`src/rtl/gpio_irq_pkg.sv`:
```
// Register map and shared sizes for the GPIO interrupt port.
// Assumes an 8-bit address space with byte-wide registers.
package gpio_irq_pkg;
    localparam int ADDR_W = 8;
    localparam logic [ADDR_W-1:0] A_DATA   = 8'h00;
    localparam logic [ADDR_W-1:0] A_DIR    = 8'h10;
    localparam logic [ADDR_W-1:0] A_MODE   = 8'h90;
    localparam logic [ADDR_W-1:0] A_POL    = 8'h94;
    localparam logic [ADDR_W-1:0] A_ACK    = 8'h98;
    localparam logic [ADDR_W-1:0] A_EN     = 8'h9C;
    localparam logic [ADDR_W-1:0] A_STAT   = 8'hA0;
    localparam logic [ADDR_W-1:0] A_FILT   = 8'hA8;
endpackage

```
`src/rtl/gpio_in_filter.sv`:
```
// One input line: two-flop synchronizer followed by an optional
// stability filter. Assumes `tick` is a one-cycle pulse from a shared
// divider. With filtering off the filtered level tracks the synchronizer
// so that switching the filter on never causes a jump.
module gpio_in_filter #(
    parameter int STABLE_TICKS = 4
) (
    input  logic clk,
    input  logic rst_n,
    input  logic tick,
    input  logic pin,
    input  logic filt_en,
    output logic sync_o,
    output logic qual_o
);
    localparam int CW = $clog2(STABLE_TICKS + 1);

    logic meta_q, sync_q, filt_q;
    logic [CW-1:0] run_q;

    // Two-stage synchronizer for the asynchronous pin.
    always_ff @(posedge clk) begin
        if (!rst_n) begin
            meta_q <= 1'b0;
            sync_q <= 1'b0;
        end else begin
            meta_q <= pin;
            sync_q <= meta_q;
        end
    end

    // Count consecutive ticks on which the synchronized level disagrees.
    always_ff @(posedge clk) begin
        if (!rst_n) begin
            filt_q <= 1'b0;
            run_q  <= '0;
        end else if (!filt_en) begin
            filt_q <= sync_q;
            run_q  <= '0;
        end else if (tick) begin
            if (sync_q == filt_q) begin
                run_q <= '0;
            end else if (run_q == CW'(STABLE_TICKS - 1)) begin
                filt_q <= sync_q;
                run_q  <= '0;
            end else begin
                run_q <= run_q + 1'b1;
            end
        end
    end

    assign sync_o = sync_q;
    assign qual_o = filt_en ? filt_q : sync_q;
endmodule

```
`src/rtl/gpio_irq_cell.sv`:
```
// Interrupt sensing for one line. Level mode reports the live match of
// the qualified input against the polarity bit. Edge mode keeps a sticky
// latch. Edges are found from the input history, not from the polarity
// bit, so a polarity rewrite creates no event. A disabled line latches
// nothing.
module gpio_irq_cell (
    input  logic clk,
    input  logic rst_n,
    input  logic qual,
    input  logic en,
    input  logic edge_mode,
    input  logic pol_high,
    input  logic ack,
    output logic status
);
    logic prev_q, hold_q, hit;

    // Remember last cycle's qualified level for edge detection.
    always_ff @(posedge clk) begin
        if (!rst_n) prev_q <= 1'b0;
        else        prev_q <= qual;
    end

    assign hit = pol_high ? (qual & ~prev_q) : (~qual & prev_q);

    // Sticky edge latch; a new edge wins over a same-cycle acknowledge.
    always_ff @(posedge clk) begin
        if (!rst_n)                hold_q <= 1'b0;
        else if (!en || !edge_mode) hold_q <= 1'b0;
        else if (hit)              hold_q <= 1'b1;
        else if (ack)              hold_q <= 1'b0;
    end

    assign status = en & (edge_mode ? hold_q : (qual == pol_high));
endmodule

```
`src/rtl/gpio_irq_port.sv`:
```
// Top of the GPIO port: register file, tick divider, per-line filter and
// interrupt cells, and the interrupt output variant. Assumes a single
// master on a one-cycle write bus with combinational read data.
module gpio_irq_port
    import gpio_irq_pkg::*;
#(
    parameter int N            = 8,
    parameter int DEB_DIV      = 4,
    parameter int STABLE_TICKS = 4,
    parameter bit PER_LINE_IRQ = 1'b0
) (
    input  logic              clk,
    input  logic              rst_n,
    input  logic              bus_wr,
    input  logic [ADDR_W-1:0] bus_addr,
    input  logic [N-1:0]      bus_wdata,
    output logic [N-1:0]      bus_rdata,
    input  logic [N-1:0]      pin_in,
    output logic [N-1:0]      pin_out,
    output logic [N-1:0]      pin_oe,
    output logic              irq_port,
    output logic [N-1:0]      irq_line
);
    localparam int DW = (DEB_DIV > 1) ? $clog2(DEB_DIV) : 1;

    logic [N-1:0] out_q, dir_q, mode_q, pol_q, en_q, filt_q;
    logic [N-1:0] sync_v, qual_v, status, ack_v;
    logic [DW-1:0] div_q;
    logic tick;

    // Register writes on the strobe edge.
    always_ff @(posedge clk) begin
        if (!rst_n) begin
            out_q  <= '0;
            dir_q  <= '0;
            mode_q <= '0;
            pol_q  <= '0;
            en_q   <= '0;
            filt_q <= '0;
        end else if (bus_wr) begin
            case (bus_addr)
                A_DATA:  out_q  <= bus_wdata;
                A_DIR:   dir_q  <= bus_wdata;
                A_MODE:  mode_q <= bus_wdata;
                A_POL:   pol_q  <= bus_wdata;
                A_EN:    en_q   <= bus_wdata;
                A_FILT:  filt_q <= bus_wdata;
                default: ;
            endcase
        end
    end

    // Acknowledge bits are a one-cycle pulse, never stored.
    assign ack_v = (bus_wr && bus_addr == A_ACK) ? bus_wdata : '0;

    // Read multiplexer.
    always_comb begin
        case (bus_addr)
            A_DATA:  bus_rdata = (out_q & dir_q) | (sync_v & ~dir_q);
            A_DIR:   bus_rdata = dir_q;
            A_MODE:  bus_rdata = mode_q;
            A_POL:   bus_rdata = pol_q;
            A_EN:    bus_rdata = en_q;
            A_FILT:  bus_rdata = filt_q;
            A_STAT:  bus_rdata = status;
            default: bus_rdata = '0;
        endcase
    end

    // Shared sample-tick divider for the filters.
    always_ff @(posedge clk) begin
        if (!rst_n)                          div_q <= '0;
        else if (div_q == DW'(DEB_DIV - 1))  div_q <= '0;
        else                                 div_q <= div_q + 1'b1;
    end
    assign tick = (div_q == DW'(DEB_DIV - 1));

    generate
        for (genvar i = 0; i < N; i++) begin : g_line
            gpio_in_filter #(.STABLE_TICKS(STABLE_TICKS)) u_filt (
                .clk(clk), .rst_n(rst_n), .tick(tick), .pin(pin_in[i]),
                .filt_en(filt_q[i]), .sync_o(sync_v[i]), .qual_o(qual_v[i])
            );
            gpio_irq_cell u_cell (
                .clk(clk), .rst_n(rst_n), .qual(qual_v[i]), .en(en_q[i]),
                .edge_mode(mode_q[i]), .pol_high(pol_q[i]), .ack(ack_v[i]),
                .status(status[i])
            );
        end
        if (PER_LINE_IRQ) begin : g_split
            assign irq_line = status;
            assign irq_port = 1'b0;
        end else begin : g_merged
            assign irq_line = '0;
            assign irq_port = |status;
        end
    endgenerate

    assign pin_out = out_q;
    assign pin_oe  = dir_q;
endmodule

```
`config.mk`:
```
export PLATFORM = sky130hd
export DESIGN_NAME = gpio_irq_port
export DESIGN_NICKNAME = d
export VERILOG_FILES = /design/src/rtl/gpio_irq_pkg.sv /design/src/rtl/gpio_in_filter.sv /design/src/rtl/gpio_irq_cell.sv /design/src/rtl/gpio_irq_port.sv
export SDC_FILE = /design/constraint.sdc
export NUM_CORES = 1
export LEC_CHECK = 0
export CAP_MARGIN = 40
export CORE_MARGIN = 4
export CORE_UTILIZATION = 51
export CTS_CLUSTER_DIAMETER = 50
export DETAILED_ROUTE_END_ITERATION = 7
export GPL_TIMING_DRIVEN = 0
export PLACE_DENSITY_LB_ADDON = 0.15
export SLEW_MARGIN = 40
export SYNTH_ARGS = -nofsm -noshare
export SYNTH_HDL_FRONTEND = slang
export SYNTH_SLANG_ARGS = --single-unit
```
`constraint.sdc`:
```
create_clock -name clk -period 1.6 [get_ports clk]
set_input_delay 0.24 -clock clk [delete_from_list [all_inputs] [get_ports clk]]
set_output_delay 0.24 -clock clk [all_outputs]
set_load 0.005 [all_outputs]
```
Word level (Yosys, flattened, before mapping)
Index checks and enable logic that the tools add are counted.
{"block": "word_totals", "latchBits": 0, "ff_bits": 114, "output_inout_bits": 33, "romBits": 0, "mem_count": 0, "ram_bits": 0, "in_bits": 27}
{"block": "op_classes", "n_eq_ne": 56, "bitwise": 45, "div_mod_pow": 0, "order_cmp": 0, "mul": 0, "n_reduce_logical": 66, "n_mux": 90, "n_shift": 0, "n_addsub": 9}
{"operator": "$mux W1", "count": 72}
{"operator": "$pmux W8 S7", "count": 1}
{"operator": "$eq A8 B8 Y1 const B", "count": 6}
{"operator": "$mux W3", "count": 16}
{"operator": "$ne A2 B1 Y1 const B", "count": 16}
{"operator": "$reduce_and A2 Y1", "count": 14}
{"operator": "$add A3 B1 Y3 const B", "count": 8}
{"operator": "$and A1 B1 Y1", "count": 24}
{"operator": "$eq A3 B2 Y1 const B", "count": 8}
{"operator": "$reduce_and A3 Y1", "count": 8}
{"operator": "$reduce_or A2 Y1", "count": 9}
{"operator": "$not A1 Y1", "count": 17}
{"operator": "$and A8 B8 Y8", "count": 2}
{"operator": "$eq A1 B1 Y1", "count": 16}
{"operator": "$logic_not A1 Y1", "count": 16}
{"operator": "$ne A2 B2 Y1 const B", "count": 8}
{"operator": "$reduce_bool A2 Y1", "count": 8}
{"operator": "$eq A8 B5 Y1 const B", "count": 1}
{"operator": "$logic_not A8 Y1", "count": 1}
{"operator": "$logic_or A1 B1 Y1", "count": 8}
{"operator": "$mux W8", "count": 1}
{"operator": "$not A8 Y8", "count": 1}
{"operator": "$or A8 B8 Y8", "count": 1}
{"operator": "$reduce_or A8 Y1", "count": 1}
{"operator": "3 further kinds", "count": 3}

Logic depth before layout (Yosys ltp)
{"block": "logic_depth", "word_depth": 5, "depth_mapped": 8, "ltp_nobuf": 6}

Modules after synthesis
Synthesis repeated with hierarchy kept, for this count alone.
{"block": "unflattened", "hier_cells": 609, "hier_area_um2": 5462.7}
{"mod": "gpio_irq_port", "seq_area_each_um2": 1001.0, "n_inst": 1, "area_per_inst_um2": 2558.7, "cells_per_inst": 294}
{"mod": "gpio_in_filter (g_line[0].u_filt ...)", "seq_area_each_um2": 120.1, "n_inst": 5, "area_per_inst_um2": 255.2, "cells_per_inst": 26}
{"mod": "gpio_irq_cell", "seq_area_each_um2": 40.0, "n_inst": 8, "area_per_inst_um2": 102.6, "cells_per_inst": 13}
{"mod": "gpio_in_filter (g_line[5].u_filt ...)", "seq_area_each_um2": 120.1, "n_inst": 3, "area_per_inst_um2": 269.0, "cells_per_inst": 27}

Least setup slack after synthesis
OpenSTA, ideal clock, no wires.
{"block": "synth_timing", "path_type": "input -> output", "from": "in bus_addr[3]", "to": "out bus_rdata[2]", "arrival_ns": 1.391, "required_time_ns": 1.360, "n_path_buf": 2, "cell_stages": 6, "path_slack_ns": -0.031, "cell_sequence": "buf_6 > or3_1 > buf_6 > or3_4 > o22a_1 > o21ai_1"}
{"block": "synth_between", "elab_chain_cells": 2, "word_cells_on_any_way": 8, "classes_between": "6 x eq/ne; 1 x mux; 1 x reduce/logical"}
{"item": "from (decl)", "line_no": "gpio_irq_port.sv:15", "rtl": "input logic [ADDR_W-1:0] bus_addr,"}
{"item": "$eq A8 B8 Y1 (tied with other cells)", "line_no": "gpio_irq_port.sv:58", "rtl": "case (bus_addr)"}
{"item": "$pmux W8 S7 (*)", "line_no": "gpio_irq_port.sv:58"}
{"item": "to (decl)", "line_no": "gpio_irq_port.sv:17", "rtl": "output logic [N-1:0] bus_rdata,"}
Every way passes the cells marked *; elsewhere a longest branch is shown, timed or not.

Worst setup path in the final report
{"block": "layout_timing", "from": "reg filt_q[4]", "to": "out irq_port"}
{"block": "layout_between", "elab_chain_cells": 5}
{"item": "from (decl)", "line_no": "gpio_irq_port.sv:26", "rtl": "logic [N-1:0] out_q, dir_q, mode_q, pol_q, en_q, filt_q;"}
{"item": "from (signal assigned)", "line_no": "gpio_irq_port.sv:47", "rtl": "A_FILT: filt_q <= bus_wdata;"}
{"item": "$mux W1", "line_no": "gpio_in_filter.sv:53", "rtl": "assign qual_o = filt_en ? filt_q : sync_q;"}
{"item": "$eq A1 B1 Y1", "line_no": "gpio_irq_cell.sv:34", "rtl": "assign status = en & (edge_mode ? hold_q : (qual == pol_high));"}
{"item": "$mux W1", "line_no": "gpio_irq_cell.sv:34"}
{"item": "$and A1 B1 Y1", "line_no": "gpio_irq_cell.sv:34"}
{"item": "$reduce_or A8 Y1", "line_no": "gpio_irq_port.sv:95", "rtl": "assign irq_port = |status;"}
{"item": "to (decl)", "line_no": "gpio_irq_port.sv:21", "rtl": "output logic irq_port,"}
No other way between the ends.

==> impl_metrics.py <==
metrics = {
    "finish": {
        "n_antenna_cell": 0,
        "nets": 737,
        "stdcell_area_um2": 7140,
        "syn_to_final_growth_pct": 30.7,
        "drive_gt1_share_pct": 22.7,
    },
    "power_and_ir_drop": {
        "p_int_uw": 5450,
        "power.switching_uw": 1700,
        "p_clk_share_pct": 53.2,
        "p_seq_share_pct": 40.6,
        "p_comb_share_pct": 6.3,
        "ir_drop_uv": 880,
        "switching_share_pct": 23.8,
        "p_leak_uw": 0.00288,
        "power_density_nw_per_um2": 1000,
    },
    "global_route": {
        "globalRouteTotalUtil_pct": 26.1,
        "grt_pass1_wl_um": 25300,
        "grt_pass1_vias": 4962,
        "grt_overflow": 0,
        "antenna_found_initial": 0,
        "grt_max_degree": 17,
    },
    "clock_network": {
        "cts_hold_buf": 0,
        "cts_tree": "yes",
        "clkTransAtPathRegs_ps": 60,
        "cts_max_level": 4,
        "cts_root_buffer": "clkbuf_8",
        "clock_sinks": 114,
        "clock_path_buffers": 2,
        "numCtsBuffers": 17,
        "clock_latency_ps": 530,
    },
    "timing": {
        "setup-violations-final": 9,
        "period_needed_ps": 2390,
        "worstMarginPinSlew_ps": 760,
        "max_freq_ghz": 0.418,
        "fin_crit_sh_pct": 150,
        "hold_viol": 0,
        "setup_ws_ps": -792,
        "hold_ws_ps": 239,
        "rsz0062_at_grt": "true",
        "skew_ps": 5.11,
        "timing.slew.headroom_pct": 49.4,
        "drv_slew": 0,
    },
    "floorplanning": {
        "die_area_um2": 12400,
        "dieWidth_um": 111,
        "io_pins": 60,
        "start_util_pct": 52.7,
        "fp.dieH_um": 111,
        "fp.coreArea_um2": 10400,
        "rows": 37,
    },
    "route": {
        "ant_nets": 0,
        "wirelength_um": 15700,
        "drc": 0,
        "drtIter0Drc": 397,
        "detail_route.wl_per_cell_um": 18.5,
        "vias": 4824,
        "firstDrtPassIters": 5,
        "via_per_inst": 5.68,
    },
    "placement": {
        "gp_congestion": 0.920,
        "dpl.hpwl_um": 10600,
        "portBuffers": 48,
        "placed_cell_area_um2": 6150,
    },
    "synthesis": {
        "syn_area_per_cell_um2": 9.10,
        "synth_cell_type_count": 51,
        "seq_area_frac_synth_pct": 41.8,
        "synth_edf_count": 0,
        "synthArstFlopShare_pct": 0,
        "synth_cells": 600,
        "synth_warnings": 0,
        "syn_area_um2": 5460,
        "ys.flop_type": "dfxtp_1",
        "ys_seq_elements": 114,
    },
    "worst_setup_path": {
        "crit_arrival_ps": 2150,
        "r2r_cells": 5,
        "crit_type": "flop to output pin",
        "critPathBufInv": 2,
        "worstSetupEndpointType": "output pin",
        "ff2ff_setup_slack_ps": 80,
        "crit_path_max_incr_delay_ps": 380,
        "cp_data_required_time_ps": 1360,
        "crit_family": "flip-flops",
        "startpoint_type": "flop",
        "cp_cell_sequence": "mux2i_4, xor2_1, o211ai_1, buf_4, nand4_1, nand4bb_1, buf_2",
        "r2r_end": "g_line[4].u_filt.run_q[0]",
        "slowest_stage": "dfxtp_4",
        "reg2reg_from": "div_q[0]",
        "path_max_fanout": 2,
        "critPathLaunch": "filt_q[4]",
    },
    "worst_hold_path": {
        "hold_path_class": "input pin to flop",
        "whs_path_depth": 3,
        "min_from": "rst_n",
        "holdPathEnd": "g_line[0].u_filt.run_q[2]",
    },
    "run_status": {
        "status": "complete, but fails checks",
        "violations": "negative setup slack",
    },
    "run": {
        "drv_cap": 0,
    },
}
-- worst max-delay path by stage --
stage                    to  slack (ps)  cells after the start
2_1_floorplan  bus_rdata[2]         -30                      6
3_3_place_gp   bus_rdata[1]       -1120                      7
3_5_place_dp   bus_rdata[1]       -1160                      7
4_1_cts            irq_port        -750                      7
5_1_grt            irq_port        -870                      7
6_report           irq_port        -790                      7
-- metrics by stage --
stage               setup WS [ps]  total power, µW  util (%)  instances  TNS, ps
detailed placement          -1160             3370      59.3        791   -39650
finish                       -792             7150      68.8        850    -4700
CTS                          -748             7160      68.2        849    -4680
global placement            -1120             3360      59.3        791   -37880
global route                 -867             7380      68.8        850    -5320
floorplan                   -28.8             3190         -        607    -67.9
-- kinds of logic (layout without fill, tap and decap cells) --
kind of cell / Yosys count / count (layout) / synth area share, %
flip-flops: 114 / 114 / 41.8
AO/OA/AOI/OAI: 124 / 124 / 13.4
AND/OR/NAND/NOR: 235 / 235 / 25.8
adder cells (fa/ha/maj): 9 / 9 / 2.06
multiplexers: 50 / 50 / 9.21
buffers and inverters: 51 / 158 / 5.13
XOR/XNOR: 16 / 16 / 2.57
other: 1 / 8 / 0.0686
-- power groups by stage --
stage               Clock, µW  Sequential, µW  Combinational (µW)
floorplan                   0            2960                 235
global placement            0            2970                 396
detailed placement          0            2970                 403
CTS                      3830            2900                 434
global route             3990            2900                 482
finish                   3800            2900                 449
-- flip-flops by register name, indices dropped and copies added, names as in the netlist --
signal and cells:
g_line.u_filt.run_q 24, en_q 8, filt_q 8, g_line.u_cell.hold_q 8, g_line.u_cell.prev_q 8, g_line.u_filt.filt_q 8, g_line.u_filt.meta_q 8, g_line.u_filt.sync_o 8
mode_q 8, pin_oe 8, pin_out 8, pol_q 8, div_q 2
-- synthesized netlist by cell type, types with 4 or more instances --
cell | instances | area, µm²
buf_4 | 11 | 82.6
nand2b_1 | 18 | 113
a22o_1 | 4 | 35.0
and4_1 | 5 | 43.8
clkbuf_1 | 18 | 67.6
xor2_1 | 8 | 70.1
nor2_1 | 28 | 105
a31oi_1 | 5 | 31.3
nand2_1 | 44 | 165
ha_1 | 9 | 113
nand3_1 | 27 | 135
a21oi_1 | 30 | 150
o21ai_0 | 25 | 125
xnor2_1 | 8 | 70.1
inv_1 | 13 | 48.8
or3b_1 | 4 | 35.0
o21ai_1 | 30 | 150
nand3b_1 | 4 | 30.0
dfxtp_1 | 114 | 2280
buf_6 | 6 | 67.6
nor4_1 | 5 | 31.3
o211ai_1 | 7 | 52.6
nor2b_1 | 54 | 338
a2bb2oi_1 | 4 | 35.0
and2_1 | 18 | 113
a22oi_1 | 10 | 75.1
nand4_1 | 4 | 25.0
mux2i_1 | 48 | 480
-- placed cells by master, fill, tap and decap left out, drive strengths merged, types with 5 or more instances in the layout --
| master | Yosys | routed |
|---|---|---|
| dfxtp | 114 | 114 |
| buf | 19 | 56 |
| o21ai | 55 | 55 |
| nor2b | 54 | 54 |
| mux2i | 48 | 48 |
| nand2 | 44 | 44 |
| clkbuf | 18 | 34 |
| nor2 | 31 | 31 |
| a21oi | 30 | 30 |
| nand3 | 30 | 30 |
| dlygate4sd2 | 0 | 21 |
| nand2b | 18 | 18 |
| and2 | 18 | 18 |
| inv | 14 | 18 |
| clkdlybuf4s50 | 0 | 16 |
| a22oi | 10 | 10 |
| ha | 9 | 9 |
| xor2 | 8 | 8 |
| conb | 1 | 8 |
| xnor2 | 8 | 8 |
| o211ai | 7 | 7 |
| a31oi | 5 | 5 |
| and4 | 5 | 5 |
| nor4 | 5 | 5 |
| nand4 | 5 | 5 |
-- what timing repair did --
action	in CTS	in global routing
cloned	0	0
pin swaps	23	11
setup buffers	26	2
endpoints found under the setup margin	53	11
gates resized for setup	133	15
-- tightest hold or removal path: stages --
cell and delay, ps:
clkbuf_1 270, nand3_1 170, a21oi_1 40
-- layout make-up --
class                           instances  area (µm²)
Fill cell                             790        3230
Multi-Input combinational cell        442        3110
Sequential cell                       114        2340
Timing Repair Buffer                   76         619
Clock buffer                           17         414
Buffer                                 36         249
Clock inverter                         15         183
Tap cell                              136         170
Inverter                               14        52.6
-- metal layers --
metal | routed length [µm] | vias to the layer above | track usage, %
li1 | - | 2309 | -
met5 | 0 | - | 0
met3 | 1020 | 37 | 8.15
met2 | 7530 | 187 | 42.9
met4 | 427 | 0 | 10.3
met1 | 6770 | 2291 | 31.9
Power figures use the tool's default switching activity.
